File: src/rtl/att_seq_pkg.sv
`timescale 1ns/1ps
// Shared types for the attenuator switch sequencer.
// The mode codes are visible on the status port, so their values are fixed.
package att_seq_pkg;

    localparam int NUM_GATES = 4;

    typedef enum logic [2:0] {
        MD_BLANK = 3'd0,
        MD_FREE  = 3'd1,
        MD_TOP   = 3'd2,
        MD_BOT   = 3'd3,
        MD_FULL  = 3'd4,
        MD_BYP   = 3'd5
    } mode_e;

    // Switch pattern of each mode; bit 0 = SW1 ... bit 3 = SW4.
    function automatic logic [NUM_GATES-1:0] gates_of(input mode_e m);
        case (m)
            MD_FREE:        return 4'b1100;
            MD_TOP:         return 4'b1001;
            MD_BOT:         return 4'b0110;
            MD_FULL,
            MD_BYP:         return 4'b0011;
            default:        return 4'b0000;
        endcase
    endfunction

endpackage

File: src/rtl/att_cap_picker.sv
`timescale 1ns/1ps
// Chooses which capacitor feeds the half-supply on-time.
// Assumes: pwm_on holds a level for each period, and the comparator inputs
// already carry hysteresis. The choice is latched only at the rise of pwm_on,
// and only when that on-time is really a half-supply one (no bypass).
module att_cap_picker (
    input  logic clk,
    input  logic rst_n,
    input  logic pwm_on,
    input  logic sup_high,
    input  logic bypass_req,
    input  logic tap_unbal,
    input  logic tap_top_high,
    output logic use_bot
);
    logic pwm_q;
    logic sel_bot;
    logic next_bot;
    logic rise;
    logic pick_bot;
    logic latch_en;

    // Pulse start detection and the capacitor the current pulse should use.
    always_comb begin
        rise     = pwm_on & ~pwm_q;
        pick_bot = tap_unbal ? ~tap_top_high : next_bot;
        latch_en = rise & sup_high & ~bypass_req;
        use_bot  = rise ? pick_bot : sel_bot;
    end

    // Hold the choice for the pulse and move the alternation to the other capacitor.
    always_ff @(posedge clk) begin
        if (!rst_n) begin
            pwm_q    <= 1'b0;
            sel_bot  <= 1'b0;
            next_bot <= 1'b0;
        end else begin
            pwm_q <= pwm_on;
            if (latch_en) begin
                sel_bot  <= pick_bot;
                next_bot <= ~pick_bot;
            end
        end
    end

endmodule

File: src/rtl/att_mode_arbiter.sv
`timescale 1ns/1ps
// Works out the wanted switch mode from the present inputs.
// Priority: bypass, then on-time (full or half supply), then freewheel.
// Never asks for the blank mode; that is added by the blanking sequencer.
module att_mode_arbiter
    import att_seq_pkg::*;
(
    input  logic  pwm_on,
    input  logic  sup_high,
    input  logic  bypass_req,
    input  logic  use_bot,
    output mode_e want
);
    // Priority selection of the wanted mode.
    always_comb begin
        if (bypass_req)
            want = MD_BYP;
        else if (!pwm_on)
            want = MD_FREE;
        else if (!sup_high)
            want = MD_FULL;
        else if (use_bot)
            want = MD_BOT;
        else
            want = MD_TOP;
    end

endmodule

File: src/rtl/att_blank_seq.sv
`timescale 1ns/1ps
// Holds the applied mode. On any change it inserts BLANK_CYCLES cycles with
// every gate off, then takes whatever mode is wanted at the end of the blank.
// Assumes BLANK_CYCLES >= 1 and that want is never the blank mode.
module att_blank_seq
    import att_seq_pkg::*;
#(
    parameter int BLANK_CYCLES = 1
) (
    input  logic  clk,
    input  logic  rst_n,
    input  mode_e want,
    output mode_e cur
);
    localparam int CW = (BLANK_CYCLES > 1) ? $clog2(BLANK_CYCLES) : 1;
    localparam logic [CW-1:0] CNT_LOAD = CW'(BLANK_CYCLES - 1);

    logic [CW-1:0] cnt;

    // Mode register with the blanking countdown.
    always_ff @(posedge clk) begin
        if (!rst_n) begin
            cur <= MD_FREE;
            cnt <= '0;
        end else if (cur == MD_BLANK) begin
            if (cnt == '0)
                cur <= want;
            else
                cnt <= cnt - 1'b1;
        end else if (want != cur) begin
            cur <= MD_BLANK;
            cnt <= CNT_LOAD;
        end
    end

endmodule

File: src/rtl/att_gate_decode.sv
`timescale 1ns/1ps
// Turns the applied mode into one enable per switch.
// Assumes mode comes straight from a register, so the gates change only at clock edges.
module att_gate_decode
    import att_seq_pkg::*;
(
    input  mode_e                 mode,
    output logic [NUM_GATES-1:0]  gate
);
    logic [NUM_GATES-1:0] pattern;

    // Look up the switch pattern of the mode.
    always_comb pattern = gates_of(mode);

    // One driver per switch enable.
    for (genvar i = 0; i < NUM_GATES; i++) begin : g_sw
        assign gate[i] = pattern[i];
    end

endmodule

File: src/rtl/att_switch_seq.sv
`timescale 1ns/1ps
// Top level of the attenuator switch sequencer.
// Assumes synchronous inputs. The outputs are the registered mode and its
// decoded gates; dead time inside a switch pair is handled outside this block.
module att_switch_seq
    import att_seq_pkg::*;
#(
    parameter int BLANK_CYCLES = 1
) (
    input  logic                 clk,
    input  logic                 rst_n,
    input  logic                 pwm_on,
    input  logic                 tap_unbal,
    input  logic                 tap_top_high,
    input  logic                 sup_high,
    input  logic                 bypass_req,
    output logic [NUM_GATES-1:0] gate_o,
    output logic [2:0]           mode_o
);
    logic  use_bot;
    mode_e want;
    mode_e cur;

    att_cap_picker u_pick (
        .clk          (clk),
        .rst_n        (rst_n),
        .pwm_on       (pwm_on),
        .sup_high     (sup_high),
        .bypass_req   (bypass_req),
        .tap_unbal    (tap_unbal),
        .tap_top_high (tap_top_high),
        .use_bot      (use_bot)
    );

    att_mode_arbiter u_arb (
        .pwm_on     (pwm_on),
        .sup_high   (sup_high),
        .bypass_req (bypass_req),
        .use_bot    (use_bot),
        .want       (want)
    );

    att_blank_seq #(.BLANK_CYCLES(BLANK_CYCLES)) u_blank (
        .clk   (clk),
        .rst_n (rst_n),
        .want  (want),
        .cur   (cur)
    );

    att_gate_decode u_dec (
        .mode (cur),
        .gate (gate_o)
    );

    // Status output is the raw mode code.
    always_comb mode_o = cur;

endmodule

File: config.mk
export PLATFORM = sky130hd
export DESIGN_NAME = att_switch_seq
export DESIGN_NICKNAME = d
export VERILOG_FILES = /design/src/rtl/att_seq_pkg.sv /design/src/rtl/att_cap_picker.sv /design/src/rtl/att_mode_arbiter.sv /design/src/rtl/att_blank_seq.sv /design/src/rtl/att_gate_decode.sv /design/src/rtl/att_switch_seq.sv
export SDC_FILE = /design/constraint.sdc
export NUM_CORES = 1
export LEC_CHECK = 0
export BUFFER_PORTS_ARGS = -buffer_cell sky130_fd_sc_hd__buf_4
export CORE_MARGIN = 8
export CORE_UTILIZATION = 25
export DETAILED_ROUTE_END_ITERATION = 8
export GPL_TIMING_DRIVEN = 0
export PLACE_DENSITY = 0.52
export SYNTH_ARGS = -nofsm -noshare
export SYNTH_HDL_FRONTEND = slang
export SYNTH_SLANG_ARGS = --single-unit
File: constraint.sdc
create_clock -name clk -period 2 [get_ports clk]
set_input_delay 0.4 -clock clk [delete_from_list [all_inputs] [get_ports clk]]
set_output_delay 0.4 -clock clk [all_outputs]
set_load 0.005 [all_outputs]
==> results of run 1 <==
-- power groups by stage --
stage	clock network, mW	logic (mW)	registers [mW]
2_1_floorplan	0	0.0498	0.140
3_3_place_gp	0	0.0942	0.143
3_5_place_dp	0	0.0945	0.143
4_1_cts	0.121	0.0948	0.140
5_1_grt	0.124	0.105	0.142
6_report	0.113	0.0931	0.140
-- worst paths after layout --
check,from,endpoint,slack (ns),cells past startpoint
setup / recovery,u_blank.cur[0]$_SDFFE_PN1P_,gate_o[1],0.40,4
hold reg to reg,u_pick.next_bot$_SDFFE_PN0P_,u_pick.next_bot$_SDFFE_PN0P_,0.48,1
setup reg to reg,u_pick.next_bot$_SDFFE_PN0P_,u_blank.cur[1]$_SDFFE_PN0P_,0.78,4
hold / removal,pwm_on,u_pick.pwm_q$_SDFF_PN0_,0.41,2
-- cells in the final DEF, fill, tap and decap left out, drive strengths merged, types with 2 or more instances in the layout --
master | synthesis | layout
a211o | 2 | 2
a21oi | 2 | 2
and2 | 2 | 2
buf | 0 | 13
clkbuf | 0 | 3
dfxtp | 6 | 6
inv | 3 | 3
nand2 | 4 | 4
nand2b | 4 | 4
nand3 | 2 | 2
nor2 | 5 | 5
nor3 | 2 | 2
o21ai | 6 | 6
or2b | 2 | 2
-- logic make-up (layout without fill, tap and decap cells) --
group	count (synthesis)	in the layout
buffers and inverters	3	19
AND/OR/NAND/NOR	24	24
flip-flops	6	6
multiplexers	2	2
AO/OA/AOI/OAI	14	14
XOR/XNOR	1	1
-- layer usage --
layer	track usage [%]	part of all wire, %	up-vias
met2	9.72	45	14
met4	2.06	0.62	0
li1	-	-	210
met5	0	0	-
met3	5.17	10	2
met1	6.77	44	175
-- final cells by class --
class	count	area, um^2	area share [%]
clock buffer	3	22.5	4.10
inverter	3	11.3	2.05
multi-input combinational	41	278	50.6
sequential	6	120	21.9
tap	16	20.0	3.64
timing repair buffer	13	97.6	17.8
-- through the flow --
stage / util, % / power (mW) / cells / setup slack [ns] / area [um^2]
2_1_floorplan: - / 0.190 / 50 / 0.677 / 409
3_3_place_gp: 34.6 / 0.237 / 79 / 0.492 / 527
3_5_place_dp: 34.6 / 0.237 / 79 / 0.483 / 527
4_1_cts: 36.0 / 0.355 / 82 / 0.395 / 549
5_1_grt: 36.0 / 0.370 / 82 / 0.274 / 549
6_report: 36.0 / 0.346 / 82 / 0.396 / 549
-- sequential cells by signal (all words and copies together), names as in the netlist --
name and count:
u_pick.pwm_q 1, u_pick.next_bot 1, u_blank.cur 3, u_pick.sel_bot 1
-- worst max-delay path: stages, from the launching register on --
cell     delay (ns)
dfxtp_1        0.47
nor2b_1        0.21
nand2_1        0.09
nand2_1        0.09
buf_4          0.10
-- synthesized netlist by cell type, drive strengths merged --
cell,n
a211o,2
nor4b,1
nor3,2
o21ai,6
mux2,1
a311oi,1
nor2b,1
nor2,5
mux2i,1
xnor2,1
and2,2
nand3b,1
inv,3
a21o,1
or2b,2
dfxtp,6
nand2,4
nand2b,4
o32a,1
a21oi,2
a211oi,1
nand3,2
==> run_results.csv, run 1 <==
group,metric,value,unit
worst_setup_path,endpoint_kind,"output port",
detailed_routing,routed_via_density,4.89,
placement,hpwlAfterDp,775,um
synth,synth_xor_area_share,2.14,%
synth,synth_compound_area_share,23.5,%
timing,fin_setup_tns,0,ns
synth,muxShareOfSynthArea,6.12,%
die,rows,14,
global_route,grt_usage,6.51,%
detailed_routing,drt-wirelength-per-cell,11.8,um
final_layout,nets,75,
synth,yosysSeqAreaShare,29.4,%
synth,yosysWarnings,0,
detailed_routing,firstDrtPassIters,2,
clock_tree,cts_tree,"done",
worst_setup_path,cp_max_fo,8,
detailed_routing,drcViolationCount,0,
detailed_routing,vias,401,
timing,tightest_slew,0.294,ns
synth,netlist-cell-type-count,25,
pwr,switching_power,0.0967,mW
pwr,seqPwrFrac,40.5,%
synth,synthAdderAreaFrac,0,%
synth,syn-num-nets,57,
die,io_pins,14,
global_route,grt_max_degree,9,
worst_setup_path,crit_type,"reg -> out",
clock_tree,clk_pin_slew,0.05,ns
pwr,ir_worst_vdd,0.241,mV
detailed_routing,ant_nets,0,
timing,fin_skew,0.00442,ns
synth,synth_top_area_share,29.4,%
clock_tree,cts_buffer_depth,2,
die,dieArea,0.00319,mm^2
timing,setup_violations,0,
die,dieWidth,56.5,um
pwr,power_density,630,mW/mm^2
pwr,power_leakage,0.248,nW
clock_tree,clk_latency,0.24,ns
synth,synth_area_leaders,"dfxtp_1, nand2b_1, o21ai_0, nor4b_4, nor2_1",
synth,syn_area,409,um^2
detailed_routing,drt_iter0_drc,9,
global_route,grt_pass1_wl,1.68,mm
detailed_routing,wl,969,um
synth,synth_top_family_by_area,"simple AND/OR/NAND/NOR gates",
die,core-area,0.00152,mm^2
synth,syn-mean-instance-area,8.18,um^2
timing,max_freq,623,MHz
clock_tree,cts_setup_buffers,0,
worst_setup_path,startpoint_type,"flip-flop",
clock_tree,numClockSinks,6,
hold_path,min_path_type,"in -> reg",
global_route,antenna_found_initial,0,
synth,yosys.area_share.simple,36.1,%
clock_tree,ctsHoldBuffers,0,
timing,fin_hold_ws,0.406,ns
final_layout,nFillCells,169,
final_layout,antennaDiodeCount,0,
worst_setup_path,required,1.60,ns
timing,hold_viol,0,
pwr,combPwrFrac,26.9,%
pwr,switching_share,27.9,%
outcome,status,"complete, no violations",
pwr,p_clk_share,32.6,%
synth,synth_top_area_cell,"dfxtp_1",
synth,netlist_instances,50,
die,die_y,56.5,um
global_route,overflow,0,
die,start_util,26.8,%
pwr,power.internal,0.249,mW
final_layout,drive_above_1_share,33.3,%
synth,yosys_register_bits,6,
placement,port_buffers,13,
run,maxCapViolations,0,
timing,rsz0062_at_grt,"false",
timing,finalCritPeriodShare,80.2,%
timing,slew_headroom,80.4,%
clock_tree,clockRootBuffer,"clkbuf_4",
final_layout,area_delta_synth_final,34.3,%
timing,slew_viol_final,0,
clock_tree,ctsResizeCount,0,
timing,layout_min_cycle_time,1.60,ns
placement,gp_congestion,0.677,
global_route,grt_pass1_vias,385,
clock_tree,htree_num_levels,1,
clock_tree,cts_buffers,3,
worst_setup_path,arrival,1.20,ns
No activity file was read; power rests on OpenSTA's default activity.
==> run 2: changes to the inputs <==
--- a/config.mk
+++ b/config.mk
@@ -10,7 +10,7 @@
 export CORE_UTILIZATION = 25
 export DETAILED_ROUTE_END_ITERATION = 8
 export GPL_TIMING_DRIVEN = 0
-export PLACE_DENSITY = 0.52
+export PLACE_DENSITY = 0.53
 export SYNTH_ARGS = -nofsm -noshare
 export SYNTH_HDL_FRONTEND = slang
 export SYNTH_SLANG_ARGS = --single-unit
==> constraint.sdc (replaced) <==
create_clock -name clk -period 1.4 [get_ports clk]
set_input_delay 0.28 -clock clk [delete_from_list [all_inputs] [get_ports clk]]
set_output_delay 0.28 -clock clk [all_outputs]
set_load 0.005 [all_outputs]
==> run 2 against run 1 <==
Register-to-register slack worse by 0.58 ns. Setup slack worse by 0.30 ns. Power up 48%. Die area unchanged. Flip-flop and latch count unchanged. Critical path type unchanged. Cell area up 3.4%.
==> run_results.csv, run 2 (synthesis gave the netlist of run 1 again) <==
group,metric,value,unit
detailed_routing,drt-wirelength-per-cell,12.3,um
global_route,grt_pass1_wl,1.90,mm
detailed_routing,vias,420,
global_route,grt_usage,7.35,%
die,start_util,26.8,%
timing,fin_hold_ws,0.272,ns
final_layout,drive_above_1_share,40.9,%
hold_path,min_path_type,"in -> reg",
global_route,antenna_found_initial,0,
pwr,power_density,904,mW/mm^2
final_layout,max_flop_register,"u_blank.cur",
clock_tree,numClockSinks,6,
die,dieArea,0.00319,mm^2
placement,port_buffers,13,
detailed_routing,routed_via_density,5.12,
final_layout,fin_cells,82,
timing,slew_headroom,81.4,%
timing,fin_skew,0.00644,ns
clock_tree,cts_buffer_depth,2,
final_layout,nets,75,
placement,dp_cells,79,
run,maxCapViolations,0,
clock_tree,ctsHoldBuffers,0,
final_layout,final_common_cell,"buf_4",
final_layout,antennaDiodeCount,0,
worst_setup_path,slowest_stage,"dfxtp_2",
timing,setup_violations,0,
timing,fin_setup_tns,0,ns
detailed_routing,wl,1.01,mm
pwr,ir_worst_vdd,0.410,mV
pwr,power_leakage,0.257,nW
die,die_y,56.5,um
timing,rsz0062_at_grt,"false",
timing,tightest_slew,0.278,ns
die,io_pins,14,
die,core-area,0.00152,mm^2
clock_tree,cts_buffers,3,
detailed_routing,firstDrtPassIters,2,
clock_tree,cts_tree,"done",
detailed_routing,ant_nets,0,
worst_setup_path,slowest_delay,0.36,ns
timing,finalCritPeriodShare,93.4,%
worst_setup_path,cp_max_fo,8,
clock_tree,htree_num_levels,1,
detailed_routing,drcViolationCount,0,
worst_setup_path,crit_chain,"nand2b_1, o21ai_0, buf_4",
final_layout,area_delta_synth_final,38.8,%
worst_setup_path,crit_type,"reg -> out",
die,dieWidth,56.5,um
detailed_routing,drt_iter0_drc,4,
global_route,grt_max_degree,9,
global_route,overflow,0,
final_layout,largest_reg_flops,3,
timing,layout_min_cycle_time,1.31,ns
global_route,grt_pass1_vias,445,
placement,gp_congestion,0.675,
worst_setup_path,required,1.12,ns
worst_setup_path,arrival,1.03,ns
placement,hpwlAfterDp,808,um
final_layout,utilization,37.3,%
worst_setup_path,rrSetupSlack,0.20,ns
timing,slew_viol_final,0,
final_layout,final_cell_mix,"buf_4, o21ai_0, nor2_1",
clock_tree,clk_pin_slew,0.05,ns
timing,hold_viol,0,
clock_tree,cts_setup_buffers,0,
timing,max_freq,765,MHz
worst_setup_path,endpoint_kind,"output port",
worst_setup_path,startpoint_type,"flip-flop",
clock_tree,clockRootBuffer,"clkbuf_4",
outcome,status,"complete, no violations",
clock_tree,clk_latency,0.25,ns
die,rows,14,
==> run 2: cell counts in the layout (fill, tap and decap cells not counted) <==
Identical to the previous run, type by type.
==> run 2: final timing paths <==
kind,start,endpoint,cells after the start
worst max-delay path,u_blank.cur[2]$_SDFFE_PN0P_,gate_o[0],3
worst min-delay path,pwm_on,u_pick.pwm_q$_SDFF_PN0_,2
worst max register to register,u_pick.next_bot$_SDFFE_PN0P_,u_blank.cur[1]$_SDFFE_PN0P_,4
worst min register to register,u_pick.next_bot$_SDFFE_PN0P_,u_pick.next_bot$_SDFFE_PN0P_,1
==> run 2: worst max-delay path, delay by kind of cell, from the launching register on <==
kind / cells / cell delay, ns
flops: 1 / 0.36
simple gates: 1 / 0.15
compound gates: 1 / 0.13
buf+inv: 1 / 0.13
==> run 2: final cells by class <==
cell class / count / area (um^2)
clock buffers: 3 / 22.5
fillers: 175 / 956
inverters: 3 / 11.3
multi-input cells: 41 / 288
flip-flops and latches: 6 / 129
well taps: 16 / 20.0
repair buffers: 13 / 97.6
==> run 2: what timing repair did <==
item / CTS / global route
gates resized for setup: 3 / 5
endpoints found under the setup margin: 2 / 2
pin swaps: 0 / 0
==> run 2: where the power goes <==
group          internal, mW  total [mW]  switching [mW]  leakage [nW]
registers             0.182       0.202          0.0196        0.0507
logic                0.0820       0.139          0.0569         0.193
clock network        0.0978       0.173          0.0749        0.0138
==> run 2: layer usage <==
metal | vias to the layer above | wire (um) | GRT usage, %
li1 | 211 | - | -
met1 | 192 | 412 | 6.99
met2 | 13 | 483 | 11.8
met3 | 4 | 97 | 5.39
met4 | 0 | 17 | 3.09
met5 | - | 0 | 0
==> run 2: stage by stage <==
stage                     setup WS (ns)  power (mW)  area (um^2)
final                            0.0928       0.514          568
after global routing            0.00220       0.558          568
after CTS                        0.0277       0.521          554
after detailed placement         0.0123       0.339          527
after global placement           0.0119       0.338          527
after floorplan                   0.197       0.271          409
